$ cat config.mk
export PLATFORM = sky130hd
export DESIGN_NAME = casc_counter
export DESIGN_NICKNAME = d
export VERILOG_FILES = /design/src/rtl/casc_counter_pkg.sv /design/src/rtl/ctr_mode_dec.sv /design/src/rtl/ctr_stage.sv /design/src/rtl/casc_counter.sv
export SDC_FILE = /design/constraint.sdc
export NUM_CORES = 1
export LEC_CHECK = 0
export ABC_AREA = 1
export BUFFER_PORTS_ARGS = -buffer_cell sky130_fd_sc_hd__buf_4
export CORE_ASPECT_RATIO = 1.1
export CORE_UTILIZATION = 40
export DETAILED_ROUTE_END_ITERATION = 7
export PLACE_DENSITY = 0.75
export SLEW_MARGIN = 40
export SYNTH_ARGS = -nofsm -noshare
export SYNTH_HDL_FRONTEND = slang
export SYNTH_SLANG_ARGS = --single-unit
$ cat constraint.sdc
create_clock -name clk -period 2.1 [get_ports clk]
set_input_delay 0.105 -clock clk [delete_from_list [all_inputs] [get_ports clk]]
set_output_delay 0.105 -clock clk [all_outputs]
set_load 0.05 [all_outputs]
$ cat src/rtl/casc_counter_pkg.sv
// Package: shared action type for the counter stages.
// Assumes: one action is chosen per stage per clock edge.
package casc_counter_pkg;

    typedef enum logic [1:0] {
        ACT_CLEAR = 2'd0,
        ACT_LOAD  = 2'd1,
        ACT_INC   = 2'd2,
        ACT_HOLD  = 2'd3
    } ctr_act_e;

endpackage

$ cat src/rtl/ctr_mode_dec.sv
// Module: ctr_mode_dec
// Picks the action of one stage from its control inputs with the fixed
// priority clear > preset > count > hold.
// Assumes: all control inputs are synchronous to the stage clock.
module ctr_mode_dec
    import casc_counter_pkg::*;
(
    input  logic     clr_n,
    input  logic     ld_n,
    input  logic     en_p,
    input  logic     en_t,
    output ctr_act_e act
);

    // Priority decode of the four stage actions.
    always_comb begin
        if (!clr_n)
            act = ACT_CLEAR;
        else if (!ld_n)
            act = ACT_LOAD;
        else if (en_p && en_t)
            act = ACT_INC;
        else
            act = ACT_HOLD;
    end

endmodule

$ cat src/rtl/ctr_stage.sv
// Module: ctr_stage
// One W-bit up-counter stage with synchronous clear, preset and two
// enables. Its terminal carry is high when the chain enable is high and
// the stage holds all ones.
// Assumes: the chain enable comes from the carry of the stage below, or
// from the block input for the lowest stage.
module ctr_stage
    import casc_counter_pkg::*;
#(
    parameter int W = 4
) (
    input  logic         clk,
    input  logic         clr_n,
    input  logic         ld_n,
    input  logic         en_p,
    input  logic         en_t,
    input  logic [W-1:0] d,
    output logic [W-1:0] q,
    output logic         tc
);

    localparam logic [W-1:0] ALL_ONES = {W{1'b1}};
    localparam logic [W-1:0] ONE      = {{(W-1){1'b0}}, 1'b1};

    ctr_act_e act;

    ctr_mode_dec u_dec (
        .clr_n (clr_n),
        .ld_n  (ld_n),
        .en_p  (en_p),
        .en_t  (en_t),
        .act   (act)
    );

    // State register: applies the decoded action on each rising edge.
    always_ff @(posedge clk) begin
        case (act)
            ACT_CLEAR: q <= '0;
            ACT_LOAD:  q <= d;
            ACT_INC:   q <= q + ONE;
            default:   q <= q;
        endcase
    end

    // Terminal carry, gated by the chain enable for cascading.
    always_comb tc = en_t && (q == ALL_ONES);

    // a clear leaves the stage at zero on the next cycle.
    p_clear_zero_r1: assert property (@(posedge clk) disable iff (!clr_n)
        $past(!clr_n) |-> (q == '0));

    // a preset copies the data word.
    p_load_copy_r2: assert property (@(posedge clk) disable iff (!clr_n)
        (!ld_n) |=> (q == $past(d)));

    // both enables advance the stage by one.
    p_inc_step_r3: assert property (@(posedge clk) disable iff (!clr_n)
        (ld_n && en_p && en_t) |=> (q == $past(q) + ONE));

    // without both enables the stage holds.
    p_hold_stable_r4: assert property (@(posedge clk) disable iff (!clr_n)
        (ld_n && !(en_p && en_t)) |=> $stable(q));

endmodule

$ cat src/rtl/casc_counter.sv
// Module: casc_counter
// Chains STAGES identical counter stages into one wide synchronous
// counter. Each stage's carry feeds the chain enable of the next stage,
// and the top carry is exposed for further chaining.
// Assumes: one clock for all stages; controls are synchronous.
module casc_counter #(
    parameter int STAGE_W = 4,
    parameter int STAGES  = 4,
    parameter int TOT_W   = STAGE_W * STAGES
) (
    input  logic             clk,
    input  logic             rst_n,
    input  logic             load_n,
    input  logic             cnt_en,
    input  logic             chain_en,
    input  logic [TOT_W-1:0] load_val,
    output logic [TOT_W-1:0] count,
    output logic             carry_out
);

    localparam logic [TOT_W-1:0] ONE_W = {{(TOT_W-1){1'b0}}, 1'b1};

    logic [STAGES:0] chain;

    // Chain input of the lowest stage comes from the block input.
    always_comb chain[0] = chain_en;

    for (genvar k = 0; k < STAGES; k++) begin : g_stage
        ctr_stage #(
            .W (STAGE_W)
        ) u_stage (
            .clk   (clk),
            .clr_n (rst_n),
            .ld_n  (load_n),
            .en_p  (cnt_en),
            .en_t  (chain[k]),
            .d     (load_val[k*STAGE_W +: STAGE_W]),
            .q     (count[k*STAGE_W +: STAGE_W]),
            .tc    (chain[k+1])
        );
    end

    // Top carry goes out for a further block.
    always_comb carry_out = chain[STAGES];

    // a low chain enable blocks the carry through every stage.
    p_chain_gate_r5: assert property (@(posedge clk) disable iff (!rst_n)
        (!chain_en) |-> (!carry_out));

    // with both enables the whole word steps as one counter.
    p_wide_step_r8: assert property (@(posedge clk) disable iff (!rst_n)
        (load_n && cnt_en && chain_en) |=> (count == $past(count) + ONE_W));

    // a high carry means the full word is all ones.
    p_carry_ones_r6: assert property (@(posedge clk) disable iff (!rst_n)
        carry_out |-> (&count));

endmodule

==> out/summary.txt <==
======================================================================================
Max_cap viols                                                                        0
WL/cell                                                                        11.6 µm
Buffer type at the clock tree root                                        sky130_fd_sc_hd__clkbuf_4
Final net count                                                                    195
Most area-hungry cell type in the Yosys netlist                           sky130_fd_sc_hd__edfxtp_1
Class of the most critical hold timing path                               input pin to register
Horizontal die dimension                                                       51.2 µm
Part of the Yosys area used for sequential elements                              0.451
Fmax                                                                           526 MHz
Die outline area                                                           0.00287 mm²
Main area contributors after synthesis                                    sky130_fd_sc_hd__edfxtp_1 45%, sky130_fd_sc_hd__ha_1 12%, sky130_fd_sc_hd__nand2_1 12%, sky130_fd_sc_hd__nand3_1 5.2%, sky130_fd_sc_hd__inv_1 4.6%
Layout-stage area growth over the synthesis result                               33.0%
DIE HEIGHT                                                                     56.1 µm
# IOs                                                                               38
Worst Setup End Kind                                                          register
Antenna diode count                                                                  0
Resize count post-CTS                                                                0
Global-route wire length before repair                                         3660 µm
Initial Util                                                                     0.423
Netlist Area Pre-Place                                                     0.00106 mm²
Detailed router's first-iteration violation count                                   16
Drt drc                                                                              0
Clock slew at the register clock pins of the worst setup and hold paths          90 ps
Path type of the worst setup path                                         register to register
Number of vias after detailed routing                                              928
TritonCTS clock tree                                                             built
Worst-path cell chain                                                     ha_1, nand2_2, nor2_4, a21oi_1, inv_1, ha_1, inv_1, a2bb2oi_1, nor2_1
Antenna violation net count after detailed routing                                   0
Number of levels the H-tree was split into                                           1
Maximum clock skew at final layout                                             1.71 ps
Number of synthesized register bits                                                 16
Leading registers by flop count                                           g_stage.u_stage.q (16)
Top cell type's share of synthesized area                                        0.451
Net count after synthesis                                                          152
Instance count after placement with tap cells included                             190
Post-Syn Instances                                                                 121
Aggregate routed wire length                                                   2240 µm
Buffers plus inverters on the worst setup path                                       2
Share of post-route cells with drive strength above 1                            0.302
CP max stage delay                                                              450 ps
Slew Limit Fails                                                                     0
Headroom to the max-slew limit                                                   0.602
Via count normalized by instance count                                            4.81
Worst path required time                                                       2140 ps
Number of antenna violations at the first check in global routing                    0
Peak ir drop on the vdd network                                                 361 µV
Distinct cells, synth                                                               18
Pwr/cell area                                                               574 mW/mm²
Total power                                                                   0.813 mW
Maximum number of pins on one net before global-route repair                        12
Share of the clock period used by the worst path                                 0.906
Clk sink count                                                                      16
CP Data Arrival Time                                                           1950 ps
Minimum clock period after layout                                              1900 ps
Final HPWL from detailed placement                                             1770 µm
Top Family by Delay on Critical Path                                       adder cells
Slowest-stage cell, CP                                                    sky130_fd_sc_hd__edfxtp_1
Largest register by flop count                                            g_stage.u_stage.q
Final number of hold-violating endpoints                                             0
Setup violators final                                                                0
Total of buffers placed on input and output ports                                   37
Synth warn                                                                           0
Setup crit start kind                                                         register
Maximum clock path buffer count                                                      2
RSZ-0062 raised after global routing                                             false
Post-Layout Cell Count                                                             193
Number of detailed-route iterations in the first pass                                4
Mapped Avg Cell Area                                                          8.80 µm²
Summed negative setup slack over all endpoints                                    0 ps
Result of the run                                                         complete, no violations
Transition at the pin with the smallest max-transition slack                    595 ps
Largest register FFs                                                                16
Cts-stage hold buffer count                                                          0
Global router's overall resource usage                                           0.168
Via count of the first global-routing pass                                         886
Floorplan Core Area                                                        0.00252 mm²
Maximum fanout count along the critical path                                         4
Leak pwr                                                                      0.663 nW
Routability congestion estimate from global placement                            0.881
Total clock buffers created by CTS                                                   3
Setup repair bufs after CTS                                                          0
Remaining global-route overflow                                                      0
Number of standard-cell rows in the floorplan                                       19
Clk_lat worst skew                                                              280 ps
Fillers                                                                            235
======================================================================================
[layer usage]
layer | share of wire | up-vias | GRT usage
li1 | - | 490 | -
met1 | 0.45 | 412 | 0.196
met2 | 0.49 | 22 | 0.301
met3 | 0.040 | 4 | 0.0273
met4 | 0.014 | 0 | 0.0595
met5 | 0 | - | 0
[where the power goes]
group | total [mW] | switching (mW) | leakage, nW | internal (mW)
sequential | 0.408 | 0.0262 | 0.179 | 0.382
combinational | 0.244 | 0.157 | 0.470 | 0.0865
clock | 0.161 | 0.0945 | 0.0138 | 0.0665
[synth_stat cells (all sizes together)]
master	count
nor3	1
nand3	12
nor2	13
nand2	35
inv	13
clkinv	1
edfxtp	16
xor2	1
a21oi	9
xnor2	2
a2bb2oi	2
ha	10
o21ai	6
[per-stage QoR]
stage,area (µm²),util,hold WS [ps],worst slack (ps)
2_1_floorplan,1070,-,291,50.7
3_3_place_gp,1390,0.553,377,292
3_5_place_dp,1390,0.553,384,180
4_1_cts,1420,0.562,89.3,163
5_1_grt,1420,0.562,85.5,16.2
6_report,1420,0.562,92.6,197
[worst reg2reg max path: stages, from the launching register on]
cell and delay, ps:
sky130_fd_sc_hd__edfxtp_1 450, sky130_fd_sc_hd__ha_1 270, sky130_fd_sc_hd__nand2_2 90, sky130_fd_sc_hd__nor2_4 50
sky130_fd_sc_hd__a21oi_1 230, sky130_fd_sc_hd__inv_1 70, sky130_fd_sc_hd__ha_1 190, sky130_fd_sc_hd__inv_1 90
sky130_fd_sc_hd__a2bb2oi_1 170, sky130_fd_sc_hd__nor2_1 50
[cells by family after synthesis]
group,Yosys count,share of synthesized area
AOI/OAI and AO/OA,17,0.0869
xor gates and xnor gates,3,0.0247
adders and majority gates,10,0.118
buffers and inverters,14,0.0494
DFF,16,0.451
and+or+nand+nor,61,0.270
[area by class of cell]
cell class | count | area, µm² | area share
Timing Repair Buffer | 38 | 285 | 0.201
Tap cell | 31 | 38.8 | 0.0274
Clock buffer | 3 | 22.5 | 0.0159
Sequential cell | 16 | 480 | 0.339
Multi-Input combinational cell | 91 | 537 | 0.379
Inverter | 14 | 52.6 | 0.0371
[cell usage in the layout (no fill, tap or decap), drive strengths merged]
cell type and count:
a21oi 9, a2bb2oi 2, buf 38, clkbuf 3, clkinv 1, edfxtp 16
ha 10, inv 13, nand2 35, nand3 12, nor2 13, nor3 1
o21ai 6, xnor2 2, xor2 1
[final timing paths]
kind | from | endpoint | slack [ps] | cells past startpoint
setup / recovery | g_stage[0].u_stage.q[0]$_DFFE_PP_ | g_stage[1].u_stage.q[0]$_DFFE_PP_ | 200 | 9
hold / removal | load_val[12] | g_stage[3].u_stage.q[0]$_DFFE_PP_ | 90 | 3
setup reg to reg | g_stage[0].u_stage.q[0]$_DFFE_PP_ | g_stage[1].u_stage.q[0]$_DFFE_PP_ | 200 | 9
hold reg to reg | g_stage[0].u_stage.q[0]$_DFFE_PP_ | g_stage[0].u_stage.q[0]$_DFFE_PP_ | 700 | 1
Power figures use the tool's default switching activity.
